## src/rtl/pec_pkg.sv

```systemverilog
package pec_pkg;

  // status word bit positions
  localparam int unsigned SB_UP_EN  = 15;
  localparam int unsigned SB_DN_EN  = 14;
  localparam int unsigned SB_HIT    = 13;
  localparam int unsigned SB_OVF    = 12;
  localparam int unsigned SB_UNF    = 11;
  localparam int unsigned SB_SNAP   = 10;
  localparam int unsigned SB_GE_HI  = 9;
  localparam int unsigned SB_LE_LO  = 8;
  localparam int unsigned SB_CAUSE  = 4;   // cause field occupies 7:4
  localparam int unsigned SB_PEND   = 3;
  localparam int unsigned SB_LOST   = 2;
  localparam int unsigned SB_IE     = 1;
  localparam int unsigned NCAUSE    = 4;

  typedef enum logic [1:0] {
    CZ_OVF = 2'd0,
    CZ_UNF = 2'd1,
    CZ_HI  = 2'd2,
    CZ_LO  = 2'd3
  } cause_e;

  typedef struct packed {
    logic ovf;
    logic unf;
    logic hi;
    logic lo;
  } evt_t;

  // priority: overflow, underflow, high preset, low preset
  function automatic cause_e pick_cause(evt_t e);
    if (e.ovf)      return CZ_OVF;
    else if (e.unf) return CZ_UNF;
    else if (e.hi)  return CZ_HI;
    else            return CZ_LO;
  endfunction

  // one-hot encoding for the cause field, MSB = overflow
  function automatic logic [NCAUSE-1:0] cause_onehot(cause_e c);
    logic [NCAUSE-1:0] v;
    v = '0;
    v[NCAUSE-1-int'(c)] = 1'b1;
    return v;
  endfunction

endpackage

```

## src/rtl/pec_accum.sv

```systemverilog
module pec_accum #(
  parameter int unsigned W = 16
) (
  input  logic                clk,
  input  logic                rst_n,
  input  logic                bidir,
  input  logic                reset_cmd,
  input  logic                up_en,
  input  logic                dn_en,
  input  logic                up_pulse,
  input  logic                dn_pulse,
  input  logic signed [W-1:0] hi_preset,
  input  logic signed [W-1:0] lo_preset,
  output logic signed [W-1:0] acc,
  output logic                ge_hi,
  output logic                le_lo,
  output logic                hit_evt,
  output logic                ovf_evt,
  output logic                unf_evt,
  output logic                hi_cross,
  output logic                lo_cross
);

  localparam logic signed [W-1:0] MAXV = {1'b0, {(W-1){1'b1}}};
  localparam logic signed [W-1:0] MINV = {1'b1, {(W-1){1'b0}}};
  localparam logic signed [W-1:0] ONE  = {{(W-1){1'b0}}, 1'b1};

  logic inc, dec, mv_up, mv_dn, moved;
  logic signed [W-1:0] acc_nxt;
  logic ge_nxt, le_nxt;

  assign inc   = up_en & up_pulse;
  assign dec   = bidir & dn_en & dn_pulse;
  assign mv_up = inc & ~dec;
  assign mv_dn = dec & ~inc;
  assign moved = mv_up | mv_dn;

  always_comb begin
    if (mv_up)      acc_nxt = acc + ONE;
    else if (mv_dn) acc_nxt = acc - ONE;
    else            acc_nxt = acc;
  end

  // live compares on the current and the next value
  assign ge_hi  = (acc >= hi_preset);
  assign le_lo  = (acc <= lo_preset);
  assign ge_nxt = (acc_nxt >= hi_preset);
  assign le_nxt = (acc_nxt <= lo_preset);

  // events are suppressed while the reset command is active
  assign hit_evt  = ~reset_cmd & ~bidir & mv_up & (acc_nxt == hi_preset);
  assign ovf_evt  = ~reset_cmd &  bidir & mv_up & (acc == MAXV);
  assign unf_evt  = ~reset_cmd &  bidir & mv_dn & (acc == MINV);
  assign hi_cross = ~reset_cmd &  bidir & moved & ge_nxt & ~ge_hi;
  assign lo_cross = ~reset_cmd &  bidir & moved & le_nxt & ~le_lo;

  always_ff @(posedge clk or negedge rst_n) begin
    if (!rst_n)         acc <= '0;
    else if (reset_cmd) acc <= '0;
    else                acc <= acc_nxt;
  end

endmodule

```

## src/rtl/pec_irq.sv

```systemverilog
module pec_irq
  import pec_pkg::*;
(
  input  logic              clk,
  input  logic              rst_n,
  input  logic              cfg_stb,
  input  logic              reset_cmd,
  input  logic              ack_stb,
  input  logic              clr_lost,
  input  evt_t              evt,
  output logic              ie,
  output logic              pend,
  output logic              lost,
  output logic [NCAUSE-1:0] cause
);

  cause_e pcause;
  logic   evt_any, serviced, lost_set;

  assign evt_any  = (|evt) & ie;
  assign serviced = ack_stb & pend;
  assign lost_set = evt_any & pend & ~ack_stb;

  always_ff @(posedge clk or negedge rst_n) begin
    if (!rst_n) begin
      ie     <= 1'b0;
      pend   <= 1'b0;
      lost   <= 1'b0;
      cause  <= '0;
      pcause <= CZ_OVF;
    end else if (cfg_stb) begin
      ie    <= 1'b1;
      pend  <= 1'b0;
      cause <= '0;
    end else if (reset_cmd) begin
      pend <= 1'b0;
      lost <= 1'b0;
    end else begin
      if (serviced) cause <= cause_onehot(pcause);

      if (evt_any) begin
        pend <= 1'b1;
        // first event of a pending request keeps its cause
        if (!pend || ack_stb) pcause <= pick_cause(evt);
      end else if (ack_stb) begin
        pend <= 1'b0;
      end

      if (lost_set)      lost <= 1'b1;
      else if (clr_lost) lost <= 1'b0;
    end
  end

endmodule

```

## src/rtl/pec_status.sv

```systemverilog
module pec_status
  import pec_pkg::*;
#(
  parameter int unsigned W = 16
) (
  input  logic                clk,
  input  logic                rst_n,
  input  logic                cfg_stb,
  input  logic                cfg_bidir,
  input  logic                reset_cmd,
  input  logic                up_en,
  input  logic                dn_en,
  input  logic                clr_hit,
  input  logic                clr_ovf,
  input  logic                clr_unf,
  input  logic                snap_stb,
  input  logic signed [W-1:0] acc,
  input  logic                ge_hi,
  input  logic                le_lo,
  input  logic                hit_evt,
  input  logic                ovf_evt,
  input  logic                unf_evt,
  input  logic                ie,
  input  logic                pend,
  input  logic                lost,
  input  logic [NCAUSE-1:0]   cause,
  output logic                bidir,
  output logic signed [W-1:0] snap_acc,
  output logic [15:0]         status
);

  logic up_q, dn_q, hit_q, ovf_q, unf_q, snap_q;

  // mode and enable mirrors
  always_ff @(posedge clk or negedge rst_n) begin
    if (!rst_n) begin
      bidir <= 1'b0;
      up_q  <= 1'b0;
      dn_q  <= 1'b0;
    end else if (cfg_stb) begin
      bidir <= cfg_bidir;
      up_q  <= 1'b0;
      dn_q  <= 1'b0;
    end else begin
      up_q <= up_en;
      dn_q <= dn_en;
    end
  end

  // latched flags: set has priority over the host clear
  always_ff @(posedge clk or negedge rst_n) begin
    if (!rst_n) begin
      hit_q <= 1'b0;
      ovf_q <= 1'b0;
      unf_q <= 1'b0;
    end else if (reset_cmd) begin
      hit_q <= 1'b0;
      ovf_q <= 1'b0;
      unf_q <= 1'b0;
    end else begin
      if (hit_evt)      hit_q <= 1'b1;
      else if (clr_hit) hit_q <= 1'b0;
      if (hit_evt || ovf_evt) ovf_q <= 1'b1;
      else if (clr_ovf)       ovf_q <= 1'b0;
      if (unf_evt)      unf_q <= 1'b1;
      else if (clr_unf) unf_q <= 1'b0;
    end
  end

  // snapshot register and one-cycle update flag
  always_ff @(posedge clk or negedge rst_n) begin
    if (!rst_n) begin
      snap_acc <= '0;
      snap_q   <= 1'b0;
    end else begin
      snap_q <= snap_stb;
      if (snap_stb) snap_acc <= acc;
    end
  end

  always_comb begin
    status                           = '0;
    status[SB_UP_EN]                 = up_q;
    status[SB_DN_EN]                 = dn_q & bidir;
    status[SB_HIT]                   = hit_q & ~bidir;
    status[SB_OVF]                   = ovf_q;
    status[SB_UNF]                   = unf_q & bidir;
    status[SB_SNAP]                  = snap_q;
    status[SB_GE_HI]                 = ge_hi & bidir;
    status[SB_LE_LO]                 = le_lo & bidir;
    status[SB_CAUSE+:NCAUSE]         = cause;
    status[SB_PEND]                  = pend;
    status[SB_LOST]                  = lost;
    status[SB_IE]                    = ie;
  end

endmodule

```

## src/rtl/preset_event_counter.sv

```systemverilog
module preset_event_counter
  import pec_pkg::*;
#(
  parameter int unsigned W = 16
) (
  input  logic                clk,
  input  logic                rst_n,
  input  logic                cfg_stb,
  input  logic                cfg_bidir,
  input  logic                reset_cmd,
  input  logic                ack_stb,
  input  logic                clr_hit,
  input  logic                clr_ovf,
  input  logic                clr_unf,
  input  logic                clr_lost,
  input  logic                snap_stb,
  input  logic                up_en,
  input  logic                dn_en,
  input  logic                up_pulse,
  input  logic                dn_pulse,
  input  logic signed [W-1:0] hi_preset,
  input  logic signed [W-1:0] lo_preset,
  output logic signed [W-1:0] acc,
  output logic signed [W-1:0] snap_acc,
  output logic [15:0]         status,
  output logic                irq
);

  logic bidir, ge_hi, le_lo;
  logic hit_evt, ovf_evt, unf_evt, hi_cross, lo_cross;
  logic ie, pend, lost;
  logic [NCAUSE-1:0] cause;
  evt_t evt;

  pec_accum #(.W(W)) u_accum (
    .clk(clk), .rst_n(rst_n), .bidir(bidir), .reset_cmd(reset_cmd),
    .up_en(up_en), .dn_en(dn_en), .up_pulse(up_pulse), .dn_pulse(dn_pulse),
    .hi_preset(hi_preset), .lo_preset(lo_preset), .acc(acc),
    .ge_hi(ge_hi), .le_lo(le_lo), .hit_evt(hit_evt), .ovf_evt(ovf_evt),
    .unf_evt(unf_evt), .hi_cross(hi_cross), .lo_cross(lo_cross)
  );

  assign evt.ovf = ovf_evt;
  assign evt.unf = unf_evt;
  assign evt.hi  = hit_evt | hi_cross;
  assign evt.lo  = lo_cross;

  pec_irq u_irq (
    .clk(clk), .rst_n(rst_n), .cfg_stb(cfg_stb), .reset_cmd(reset_cmd),
    .ack_stb(ack_stb), .clr_lost(clr_lost), .evt(evt),
    .ie(ie), .pend(pend), .lost(lost), .cause(cause)
  );

  pec_status #(.W(W)) u_status (
    .clk(clk), .rst_n(rst_n), .cfg_stb(cfg_stb), .cfg_bidir(cfg_bidir),
    .reset_cmd(reset_cmd), .up_en(up_en), .dn_en(dn_en),
    .clr_hit(clr_hit), .clr_ovf(clr_ovf), .clr_unf(clr_unf),
    .snap_stb(snap_stb), .acc(acc), .ge_hi(ge_hi), .le_lo(le_lo),
    .hit_evt(hit_evt), .ovf_evt(ovf_evt), .unf_evt(unf_evt),
    .ie(ie), .pend(pend), .lost(lost), .cause(cause),
    .bidir(bidir), .snap_acc(snap_acc), .status(status)
  );

  assign irq = pend;

endmodule

```

## config.mk

```make
export PLATFORM = sky130hd
export DESIGN_NAME = preset_event_counter
export DESIGN_NICKNAME = d
export VERILOG_FILES = /design/src/rtl/pec_pkg.sv /design/src/rtl/pec_accum.sv /design/src/rtl/pec_irq.sv /design/src/rtl/pec_status.sv /design/src/rtl/preset_event_counter.sv
export SDC_FILE = /design/constraint.sdc
export NUM_CORES = 1
export LEC_CHECK = 0
export ABC_AREA = 1
export BUFFER_PORTS_ARGS = -buffer_cell sky130_fd_sc_hd__buf_4
export CORE_ASPECT_RATIO = 0.5
export CORE_MARGIN = 10
export CORE_UTILIZATION = 50
export DETAILED_ROUTE_END_ITERATION = 16
export PLACE_DENSITY_LB_ADDON = 0.15
export SLEW_MARGIN = 20
export SYNTH_ARGS = -nofsm -noshare
export SYNTH_HDL_FRONTEND = slang
export SYNTH_SLANG_ARGS = --single-unit
```

## constraint.sdc

```tcl
create_clock -name clk -period 3.4 [get_ports clk]
set_input_delay 0.68 -clock clk [delete_from_list [all_inputs] [get_ports clk]]
set_output_delay 0.68 -clock clk [all_outputs]
set_load 0.02 [all_outputs]
```

==> flow_metrics.py <==
metrics = {
    "status": {
        "status": "complete, but fails checks",
        "violations": "setup timing",
    },
    "place": {
        "post-place-ws_ps": -676.4,
        "routabilityCongestion": 0.8464,
        "numPortBuffers": 94,
        "dpl-instance-area_um2": 5411,
        "hpwl_um": 9764,
        "dp_cells": 825,
    },
    "clock_tree": {
        "cts.sinks": 48,
        "insertion_delay_ps": 300,
        "cts-root-buf": "clkbuf_16",
        "cts.clk_slew.worst_paths_ps": 70,
        "htreeDepth": 2,
        "cts_hold_buffers": 0,
        "cts_tree": "done",
        "cts-buffers-inserted": 5,
        "clk_path_buf_depth": 2,
    },
    "setup_path": {
        "reg2reg_from": "u_status.bidir",
        "cp.required_ps": 3590,
        "timing.critical_path.buf_inv": 4,
        "r2r_slack_ps": -250,
        "cpPeakStageDelay_ps": 330,
        "endpoint_kind": "flip-flop",
        "crit_top_cell": "nand2_2",
        "path_delay_family": "simple AND/OR/NAND/NOR gates",
        "cp-startpoint": "up_en",
        "crit_chain": "buf_4, nand2_4, ha_4, inv_2, nor2_2, inv_1, nor2_2, nand4_1, nor4_1, o21ai_1, xor2_1, inv_2, ha_4, nand3_4, nor3_4, nand3b_1, nor4_2, nor2_1, nand2_2, nand2_2, nor2_4, nand2_2, nand2_1, nand2_1",
        "cp-endpoint": "u_irq.pcause[1]",
        "startpoint_type": "primary input",
        "path_max_fanout": 4,
        "crit_type": "primary input to flip-flop",
        "worst-r2r-cell-count": 24,
        "slowest_stage": "nor4_1",
        "cp_num_cells": 24,
        "cp.arrival_ps": 3900,
        "r2r-end": "u_irq.pcause[1]",
    },
    "sta": {
        "hold_viol_final": 0,
        "slew_headroom_pct": 57.81,
        "finalMaxSlewViolations": 0,
        "finalSetupViolCount": 5,
        "worst_hold_slack_ps": 389.5,
        "min_period_ps": 3716,
        "grt_setup_unrepaired": "yes",
        "worstMarginPinSlew_ps": 632.9,
        "fin_crit_sh_pct": 109.3,
        "clock_skew_ps": 5.551,
        "tns_ps": -1102,
        "fmaxAchievable_ghz": 0.2691,
        "worst_slack_ps": -316.1,
    },
    "global_route": {
        "grt_pass1_vias": 4020,
        "antenna_found_initial": 0,
        "track_usage_pct": 19.16,
        "grt.overflow.total": 0,
        "grt_first_pass_wirelength_um": 19890,
        "grt_max_degree": 49,
    },
    "floorplan": {
        "placeableCoreArea_um2": 8144,
        "row_count": 23,
        "die_w_um": 150.5,
        "ios": 96,
        "start_util_pct": 52.25,
        "dieHeight_um": 85.24,
        "dieArea_um2": 12820,
    },
    "drt": {
        "vias": 4240,
        "wl_um": 12230,
        "ant_nets": 0,
        "drt_pre_antenna_iters": 5,
        "wl_per_cell_um": 14.57,
        "first_iter_violations": 285,
        "via_per_inst": 5.054,
        "drc": 0,
    },
    "layout": {
        "fin_nets": 841,
        "antenna_cells": 0,
        "layout-drive-gt1-share_pct": 30.40,
        "final_cells": 839,
        "utilization_pct": 71.24,
        "area_growth_pct": 36.34,
        "fin_area_um2": 5802,
    },
    "synthesis": {
        "synth_nets": 702,
        "synth-edff-count": 0,
        "synth_area_leaders": "dfrtp_1, ha_1, inv_1",
        "synth_ff_type": "dfrtp_1",
        "synth_seq_cells": 48,
        "syn-cell-area_um2": 4255,
        "synth_area_leader_cell": "dfrtp_1",
        "ys_warn_count": 0,
        "async_flop_share_pct": 100.0,
        "synth_top_area_share_pct": 28.23,
        "synthCells": 587,
        "synth.top_cells.by_count": "inv_1, nand2_1, nor2_1, ha_1, dfrtp_1",
        "syn_avg_cell_area_um2": 7.249,
        "ys_seq_area_share_pct": 28.23,
        "synth.most_common_cell": "inv_1",
        "yosysUniqueCellTypes": 43,
    },
    "pwr": {
        "power.density_nw_per_um2": 334.7,
        "p_leak_nw": 3.343,
        "vdd_drop_max_uv": 221.5,
        "power_mw": 1.942,
    },
    "hold_path": {
        "min_path_type": "primary input to asynchronous set/reset pin",
    },
    "flow_run": {
        "maxCapViolCount": 0,
    },
}
==> kinds of logic after synthesis <==
| family | count (synthesis) | share of synthesized area (%) |
|---|---|---|
| fa+ha+maj | 68 | 19.99 |
| mux | 3 | 0.7938 |
| other cells | 1 | 0.08812 |
| buf+inv | 131 | 12.23 |
| simple gates | 241 | 24.93 |
| flops | 48 | 28.23 |
| xor+xnor | 14 | 2.882 |
| compound gates | 81 | 10.85 |
==> layer usage <==
layer / up-vias / share of wire, % / global-route usage, %
met5: - / 0 / 0
li1: 2151 / - / -
met4: 0 / 0.63 / 3.421
met1: 1949 / 47 / 25.74
met2: 127 / 45 / 29.75
met3: 13 / 7.6 / 6.038
==> state kept, by name, summed over array words and instances (netlist names) <==
register and cells:
u_status.dn_q 1, u_status.hit_q 1, u_status.bidir 1, u_irq.ie 1, u_irq.cause 4, u_status.up_q 1
u_irq.lost 1, u_irq.pend 1, u_status.snap_acc 16, u_accum.acc 16, u_status.ovf_q 1, u_status.snap_q 1
u_irq.pcause 2, u_status.unf_q 1
==> repair_timing <==
item,in CTS,in global routing
setup endpoints to repair,6,6
resized for setup,10,31
pin swaps,3,6
setup buffers,10,2
==> power breakdown <==
group / switching [mW] / internal [mW] / total [mW]
registers: 0.0475 / 0.617 / 0.664
clock network: 0.225 / 0.369 / 0.593
logic: 0.384 / 0.300 / 0.684
==> layout make-up <==
class	count	area, um^2
Clock inverter	2	38.79
Timing Repair Buffer	148	1119
Multi-Input combinational cell	408	2729
Clock buffer	6	138.9
Sequential cell	48	1201
Tap cell	112	140.1
Inverter	115	435.4
Fill cell	660	2342
==> how the worst min path moves through the flow <==
stage | start | end | cells after the start
after global routing | rst_n | u_status.snap_q | 1
after detailed placement | u_irq.lost | u_irq.lost | 2
after CTS | rst_n | u_status.snap_q | 1
after floorplan | rst_n | u_accum.acc[0] | 0
after global placement | u_irq.lost | u_irq.lost | 2
final | rst_n | u_status.snap_q | 1
==> cells in the final DEF, fill, tap and decap left out, types with 2 or more instances in the layout <==
master     count
buf_4        146
nand3_4        2
nor4_1         4
ha_2           2
nand2_4        2
nand3_1       24
a21oi_2        5
nand3_2        4
inv_2         12
ha_4           4
o21ai_2        2
ha_1          62
nor2_1        69
o21ai_1        3
buf_6          2
nand4_1        8
dfrtp_1       48
o21bai_1       3
a31oi_1        2
nor2_4         3
clkbuf_16      5
nand2_1      102
xor2_1        11
mux2_2         3
nor3_1         4
a21o_1         3
nand2_2        4
a21oi_1       36
o21ai_0       18
nor3_4         3
nor2_2         8
inv_1        101
xor2_2         2
No activity file was read; power rests on OpenSTA's default activity.
